===== src/rtl/rxb_pkg.sv =====
package rxb_pkg;
  localparam int unsigned ADDR_W = 5;
  localparam int unsigned BUS_W  = 32;
  localparam int unsigned MOD_W  = 2;

  typedef logic [ADDR_W-1:0] addr_t;
  typedef logic [BUS_W-1:0]  word_t;
  typedef logic [MOD_W-1:0]  mod_t;

  // odd parity: the returned bit makes the total count of ones odd
  function automatic logic odd_par(input word_t d);
    return ~(^d);
  endfunction

  // distance of an address above the window base, with a borrow bit on top
  function automatic logic [ADDR_W:0] addr_offset(input addr_t a, input addr_t b);
    return {1'b0, a} - {1'b0, b};
  endfunction
endpackage


===== src/rtl/rxb_flag_gen.sv =====
module rxb_flag_gen
  import rxb_pkg::*;
#(
  parameter int unsigned NPORT = 4,
  parameter int unsigned OCC_W = 8
) (
  input  logic                   clk,
  input  logic                   rst_n,
  input  logic [NPORT*OCC_W-1:0] occ,
  input  logic [NPORT-1:0]       has_eop,
  input  logic [OCC_W-1:0]       level,
  output logic [NPORT-1:0]       direct,
  output logic [NPORT-1:0]       nonempty
);
  for (genvar i = 0; i < NPORT; i++) begin : g_port
    logic [OCC_W-1:0] bytes;
    logic             above;
    assign bytes       = occ[i*OCC_W +: OCC_W];
    assign nonempty[i] = |bytes;
    assign above       = bytes > level;
    assign direct[i]   = nonempty[i] & (above | has_eop[i]);


    empty_flag_low_chk: assert property (@(posedge clk) disable iff (!rst_n)
      (bytes == '0) |-> !direct[i]);
  end
endmodule


===== src/rtl/rxb_addr_dec.sv =====
module rxb_addr_dec
  import rxb_pkg::*;
#(
  parameter int unsigned NPORT  = 4,
  parameter int unsigned PORT_W = 2
) (
  input  addr_t             addr,
  input  addr_t             base,
  output logic              hit,
  output logic [PORT_W-1:0] idx
);
  localparam int unsigned OFF_W = ADDR_W + 1;
  logic [OFF_W-1:0] off;

  assign off = addr_offset(addr, base);
  assign hit = !off[OFF_W-1] && (off < OFF_W'(NPORT));
  assign idx = off[PORT_W-1:0];
endmodule


===== src/rtl/rxb_poll_resp.sv =====
module rxb_poll_resp #(
  parameter int unsigned NPORT  = 4,
  parameter int unsigned PORT_W = 2
) (
  input  logic              clk,
  input  logic              rst_n,
  input  logic              hit,
  input  logic [PORT_W-1:0] idx,
  input  logic [NPORT-1:0]  direct,
  output logic              pa,
  output logic              pa_oe
);
  always_ff @(posedge clk or negedge rst_n) begin
    if (!rst_n) begin
      pa    <= 1'b0;
      pa_oe <= 1'b0;
    end else begin
      pa_oe <= hit;
      pa    <= hit & direct[idx];
    end
  end


  poll_flag_driven_chk: assert property (@(posedge clk) disable iff (!rst_n)
    pa |-> pa_oe);
endmodule


===== src/rtl/rxb_xfer.sv =====
module rxb_xfer
  import rxb_pkg::*;
#(
  parameter int unsigned NPORT  = 4,
  parameter int unsigned PORT_W = 2
) (
  input  logic              clk,
  input  logic              rst_n,
  input  logic              en_n,
  input  logic              hit,
  input  logic [PORT_W-1:0] idx,
  input  logic [NPORT-1:0]  nonempty,
  output logic              rd_req,
  output logic [PORT_W-1:0] rd_port,
  input  word_t             in_data,
  input  logic              in_sop,
  input  logic              in_eop,
  input  logic              in_err,
  input  mod_t              in_mod,
  output logic              oe,
  output word_t             data,
  output logic              par,
  output logic              sop,
  output logic              eop,
  output logic              err,
  output logic              val,
  output mod_t              mod
);
  logic              en_n_q;
  logic              sel_q;
  logic [PORT_W-1:0] port_q;
  logic              done_q;

  // named internal events
  logic              sel_evt;
  logic              sel_now;
  logic [PORT_W-1:0] port_now;
  logic              done_now;

  assign sel_evt = en_n_q & ~en_n;

  always_comb begin
    sel_now  = sel_evt ? hit : sel_q;
    port_now = sel_evt ? idx : port_q;
    done_now = sel_evt ? 1'b0 : done_q;
  end

  assign rd_port = port_now;
  assign rd_req  = rst_n & ~en_n & sel_now & ~done_now & nonempty[port_now];

  always_ff @(posedge clk or negedge rst_n) begin
    if (!rst_n) begin
      en_n_q <= 1'b1;
      sel_q  <= 1'b0;
      port_q <= '0;
      done_q <= 1'b0;
      oe     <= 1'b0;
      val    <= 1'b0;
      data   <= '0;
      par    <= 1'b1;
      sop    <= 1'b0;
      eop    <= 1'b0;
      err    <= 1'b0;
      mod    <= '0;
    end else begin
      en_n_q <= en_n;
      sel_q  <= sel_now;
      port_q <= port_now;
      done_q <= done_now | (rd_req & in_eop);
      oe     <= ~en_n & sel_now;
      val    <= rd_req;
      if (rd_req) begin
        data <= in_data;
        par  <= odd_par(in_data);
        sop  <= in_sop;
        eop  <= in_eop;
        err  <= in_eop & in_err;
        mod  <= in_eop ? in_mod : '0;
      end else begin
        sop <= 1'b0;
        eop <= 1'b0;
        err <= 1'b0;
        mod <= '0;
      end
    end
  end


  bus_drive_enabled_chk: assert property (@(posedge clk) disable iff (!rst_n)
    oe |-> $past(!en_n));


  no_empty_read_chk: assert property (@(posedge clk) disable iff (!rst_n)
    rd_req |-> nonempty[rd_port]);


  stop_after_eop_chk: assert property (@(posedge clk) disable iff (!rst_n)
    (val && eop && !sel_evt) |-> !rd_req);


  flags_need_valid_chk: assert property (@(posedge clk) disable iff (!rst_n)
    (sop || eop || err || (mod != '0)) |-> val);


  mod_on_end_only_chk: assert property (@(posedge clk) disable iff (!rst_n)
    (mod != '0 || err) |-> eop);


  odd_parity_chk: assert property (@(posedge clk) disable iff (!rst_n)
    val |-> (^{data, par}));
endmodule


===== src/rtl/rx_poll_slave.sv =====
module rx_poll_slave
  import rxb_pkg::*;
#(
  parameter int unsigned NPORT  = 4,
  parameter int unsigned OCC_W  = 8,
  localparam int unsigned PORT_W = $clog2(NPORT)
) (
  input  logic                   clk,
  input  logic                   rst_n,
  input  logic [4:0]             cfg_base,
  input  logic [OCC_W-1:0]       cfg_level,
  input  logic [4:0]             link_addr,
  input  logic                   link_en_n,
  input  logic [NPORT*OCC_W-1:0] port_occ,
  input  logic [NPORT-1:0]       port_has_eop,
  output logic                   fifo_rd_req,
  output logic [PORT_W-1:0]      fifo_rd_port,
  input  logic [31:0]            fifo_rd_data,
  input  logic                   fifo_rd_sop,
  input  logic                   fifo_rd_eop,
  input  logic                   fifo_rd_err,
  input  logic [1:0]             fifo_rd_mod,
  output logic [NPORT-1:0]       port_avail,
  output logic                   poll_avail,
  output logic                   poll_avail_oe,
  output logic [31:0]            rx_data,
  output logic                   rx_par,
  output logic                   rx_sop,
  output logic                   rx_eop,
  output logic                   rx_err,
  output logic                   rx_val,
  output logic [1:0]             rx_mod,
  output logic                   rx_bus_oe
);
  logic [NPORT-1:0]  nonempty;
  logic              addr_hit;
  logic [PORT_W-1:0] addr_idx;
  logic              oe_q;
  word_t             data_q;
  logic              par_q, sop_q, eop_q, err_q, val_q;
  mod_t              mod_q;

  rxb_flag_gen #(.NPORT(NPORT), .OCC_W(OCC_W)) u_flags (
    .clk(clk), .rst_n(rst_n), .occ(port_occ), .has_eop(port_has_eop),
    .level(cfg_level), .direct(port_avail), .nonempty(nonempty)
  );

  rxb_addr_dec #(.NPORT(NPORT), .PORT_W(PORT_W)) u_dec (
    .addr(link_addr), .base(cfg_base), .hit(addr_hit), .idx(addr_idx)
  );

  rxb_poll_resp #(.NPORT(NPORT), .PORT_W(PORT_W)) u_poll (
    .clk(clk), .rst_n(rst_n), .hit(addr_hit), .idx(addr_idx),
    .direct(port_avail), .pa(poll_avail), .pa_oe(poll_avail_oe)
  );

  rxb_xfer #(.NPORT(NPORT), .PORT_W(PORT_W)) u_xfer (
    .clk(clk), .rst_n(rst_n), .en_n(link_en_n), .hit(addr_hit), .idx(addr_idx),
    .nonempty(nonempty), .rd_req(fifo_rd_req), .rd_port(fifo_rd_port),
    .in_data(fifo_rd_data), .in_sop(fifo_rd_sop), .in_eop(fifo_rd_eop),
    .in_err(fifo_rd_err), .in_mod(fifo_rd_mod),
    .oe(oe_q), .data(data_q), .par(par_q), .sop(sop_q), .eop(eop_q),
    .err(err_q), .val(val_q), .mod(mod_q)
  );

  // bus group reads zero whenever it is not driven
  assign rx_bus_oe = oe_q;
  assign rx_data   = oe_q ? data_q : '0;
  assign rx_par    = oe_q & par_q;
  assign rx_sop    = oe_q & sop_q;
  assign rx_eop    = oe_q & eop_q;
  assign rx_err    = oe_q & err_q;
  assign rx_val    = oe_q & val_q;
  assign rx_mod    = oe_q ? mod_q : '0;


  quiet_in_reset_chk: assert property (@(posedge clk)
    !rst_n |-> (!fifo_rd_req && !rx_bus_oe && !poll_avail_oe && !rx_val));
endmodule


===== config.mk =====
export PLATFORM = sky130hd
export DESIGN_NAME = rx_poll_slave
export DESIGN_NICKNAME = d
export VERILOG_FILES = /design/src/rtl/rxb_pkg.sv /design/src/rtl/rxb_flag_gen.sv /design/src/rtl/rxb_addr_dec.sv /design/src/rtl/rxb_poll_resp.sv /design/src/rtl/rxb_xfer.sv /design/src/rtl/rx_poll_slave.sv
export SDC_FILE = /design/constraint.sdc
export NUM_CORES = 1
export LEC_CHECK = 0
export BUFFER_PORTS_ARGS = -buffer_cell sky130_fd_sc_hd__clkbuf_2
export CAP_MARGIN = 20
export CORE_ASPECT_RATIO = 1.2
export CORE_MARGIN = 5
export CORE_UTILIZATION = 49
export CTS_CLUSTER_DIAMETER = 120
export DETAILED_ROUTE_END_ITERATION = 6
export GPL_ROUTABILITY_DRIVEN = 0
export HOLD_SLACK_MARGIN = 0.1
export PLACE_DENSITY = 0.81
export SYNTH_ARGS = -nofsm -noshare
export SYNTH_HDL_FRONTEND = slang
export SYNTH_SLANG_ARGS = --single-unit

===== constraint.sdc =====
create_clock -name clk -period 3.45 [get_ports clk]
set_input_delay 0.5175 -clock clk [delete_from_list [all_inputs] [get_ports clk]]
set_output_delay 0.5175 -clock clk [all_outputs]
set_load 0.01 [all_outputs]

==> impl_metrics.tcl <==
set metrics [dict create \
    status "complete, no violations" \
    ys_seq_area_frac 0.3413 \
    critPathRequiredTime_ps 2930 \
    layout_worst_path_cycle_share 0.9005 \
    drive_above_1_share 0.4168 \
    ys_seq_elements 47 \
    layout.cells.non_filler 550 \
    rsz0062_at_grt "false" \
    reg2regPathDepth 7 \
    detailed_place_hpwl_mm 6.946 \
    die_h_um 102.0 \
    nets 594 \
    drtIter0Drc 42 \
    clk_latency_ps 300 \
    max_slew.worst_pin.slew_ps 939.9 \
    syn_area_um2 3453 \
    grt_max_degree 48 \
    tns_ps 0 \
    n_fill_cell 585 \
    placedCellCount 542 \
    grt_pass1_wl_mm 13.80 \
    track_usage 0.1938 \
    clk_pin_slew_ps 90 \
    dieArea_um2 8833 \
    cts_buffers 5 \
    finClkSkew_ps 4.167 \
    fmax_ghz 0.3219 \
    r2r_slack_ps 1010 \
    initial_core_util 0.5038 \
    grt_pass1_vias 3037 \
    r2r-end "u_xfer.data[6]$_DFFE_PN0P_" \
    fin_hold_ws_ps 350.1 \
    ys_types 43 \
    final_util 0.6391 \
    core-area_um2 6854 \
    max_cap_viol_count 0 \
    synth_nets 450 \
    r2r_start "u_xfer.en_n_q$_DFF_PN1_" \
    postCtsHoldBufs 0 \
    yosysWarningCount 0 \
    cp-start-kind "primary input" \
    antenna_found_initial 0 \
    htreeDepth 2 \
    wl_per_cell_um 15.07 \
    slew_violations 0 \
    slew_headroom 0.3734 \
    area_delta_synth_final_pct 26.85 \
    clock-sinks 47 \
    synth.avg_cell_area_um2 10.86 \
    cts_resized 0 \
    critPathKind "primary input to output port" \
    die_w_um 86.64 \
    fin_total_pwr_mw 2.041 \
    layout_min_cycle_time_ps 3107 \
    arrival_ps 2590 \
    leakagePower_nw 2.308 \
    cp_max_fo 8 \
    end_kind "output port" \
    rows 33 \
    final_antenna_net_count 0 \
    routed_wl_mm 8.291 \
    boundaryPins 143 \
    powerDensity_nw_per_um2 465.9 \
    vias 2850 \
    viasPerCell 5.182 \
    cts_setup_buffers 0 \
    antenna_cells 0 \
    synthCells 318 \
    clockRootBuffer "clkbuf_8" \
    cts_buffer_depth 2 \
    drc 0 \
    io_buffers 142 \
    setup-violations-final 0 \
    hold_class "primary input to async pin" \
    irDropWorstVdd_mv 0.2566 \
    tritoncts "done" \
    gr-total-overflow 0 \
    dr.pass1.iters 4 \
    hold_viol 0 \
]
-- flip-flops by register name (all words and copies together) (netlist names) --
| name | flops |
|---|---|
| u_poll.pa_oe | 1 |
| u_xfer.port_q | 2 |
| u_xfer.val | 1 |
| u_poll.pa | 1 |
| u_xfer.err | 1 |
| u_xfer.eop | 1 |
| u_xfer.done_q | 1 |
| u_xfer.par | 1 |
| u_xfer.sel_q | 1 |
| u_xfer.oe | 1 |
| u_xfer.en_n_q | 1 |
| u_xfer.mod | 2 |
| u_xfer.data | 32 |
| u_xfer.sop | 1 |
-- cell type report --
class,instances,area [µm²],share of cell area
multi-input cells,243,2140,0.4884
flip-flops and latches,47,1179,0.2691
repair buffers,145,745.7,0.1702
well taps,87,108.9,0.02485
inverters,20,75.07,0.01714
clock buffers,6,72.57,0.01657
clock inverters,2,60.06,0.01371
-- per-layer routing --
layer  vias to the layer above  GRT usage  share of wire
li1                       1397          -              -
met1                      1325     0.2263           0.41
met2                       118     0.3510           0.49
met3                        10    0.05000          0.089
met4                         0    0.05156          0.013
met5                         -          0              0
-- cell families after synthesis --
| logic type | synth area share |
|---|---|
| simple gates | 0.1765 |
| flops | 0.3413 |
| fa+ha+maj | 0.1399 |
| compound gates | 0.07065 |
| mux | 0.1540 |
| xor+xnor | 0.07862 |
| buf+inv | 0.03913 |
-- worst max path at each step --
stage,from,cells past startpoint,to
after floorplan,link_addr[0],10,fifo_rd_req
after global placement,link_addr[0],12,u_xfer.data[4]$_DFFE_PN0P_
after detailed placement,link_addr[0],12,u_xfer.data[6]$_DFFE_PN0P_
after CTS,link_addr[0],11,fifo_rd_req
after global routing,link_addr[0],11,fifo_rd_req
final,link_addr[0],11,fifo_rd_req
-- worst max-delay path, stage by stage --
cell,delay [ps]
clkbuf_2,80
inv_1,40
ha_1,150
inv_1,50
fa_1,490
inv_1,70
o21ai_0,310
mux4_2,260
nand3_1,110
nor3_4,300
clkbuf_2,200
-- where the power goes --
group | leakage, nW | internal, mW | switching (mW) | total (mW)
registers | 0.588 | 0.759 | 0.113 | 0.872
logic | 1.65 | 0.435 | 0.264 | 0.698
clock network | 0.0654 | 0.290 | 0.182 | 0.471
total | 2.31 | 1.48 | 0.558 | 2.04
-- stage by stage --
stage | instance area, µm² | setup WS, ps
final | 4380 | 343.3
after global routing | 4380 | 162.2
after floorplan | 3453 | 457.6
after detailed placement | 4248 | 248.0
after CTS | 4380 | 322.4
after global placement | 4248 | 387.8
-- cells in the mapped netlist (all sizes together) --
cell type  count  area [µm²]
dfrtp         45        1126
and2          41       256.5
ha            37       462.9
mux2          34       495.5
xnor2         27       236.5
inv           20       75.07
nand2         11       41.29
a21oi         10       50.05
nor2          10       37.54
nor4           9       71.32
o21ai          8       43.79
nand3          6       30.03
nor2b          6       37.54
nand2b         5       38.78
nand4          5       31.28
buf            4       45.04
clkbuf         4       15.01
xor2           4       35.03
a211oi         3       22.52
and3           3       18.77
nor3           3       26.28
o21a           3       22.52
a21o           2       15.01
dfstp          2       52.55
nor3b          2       20.02
o211ai         2       15.01
o21bai         2       15.01
o31ai          2       15.01
a22o           1       10.01
a31oi          1       6.260
fa             1       20.02
mux2i          1       13.76
mux4           1       22.52
o211a          1       10.01
o311a          1       10.01
o41ai          1       8.760
-- cell usage in the layout, fill, tap and decap left out, types with 3 or more instances in the layout --
cell      instances
clkbuf_2        142
dfrtp_1          45
and2_1           41
ha_1             37
mux2_4           30
xnor2_1          27
inv_1            20
nand2_1          11
nor2_1           10
a21oi_1          10
nor4_1            8
o21ai_0           7
nor2b_1           6
nand3_1           6
nand4_1           5
clkbuf_8          5
nand2b_1          4
xor2_1            4
and3_1            3
o21a_1            3
a211oi_1          3
mux2_1            3
(Power assumes the default switching activity.)
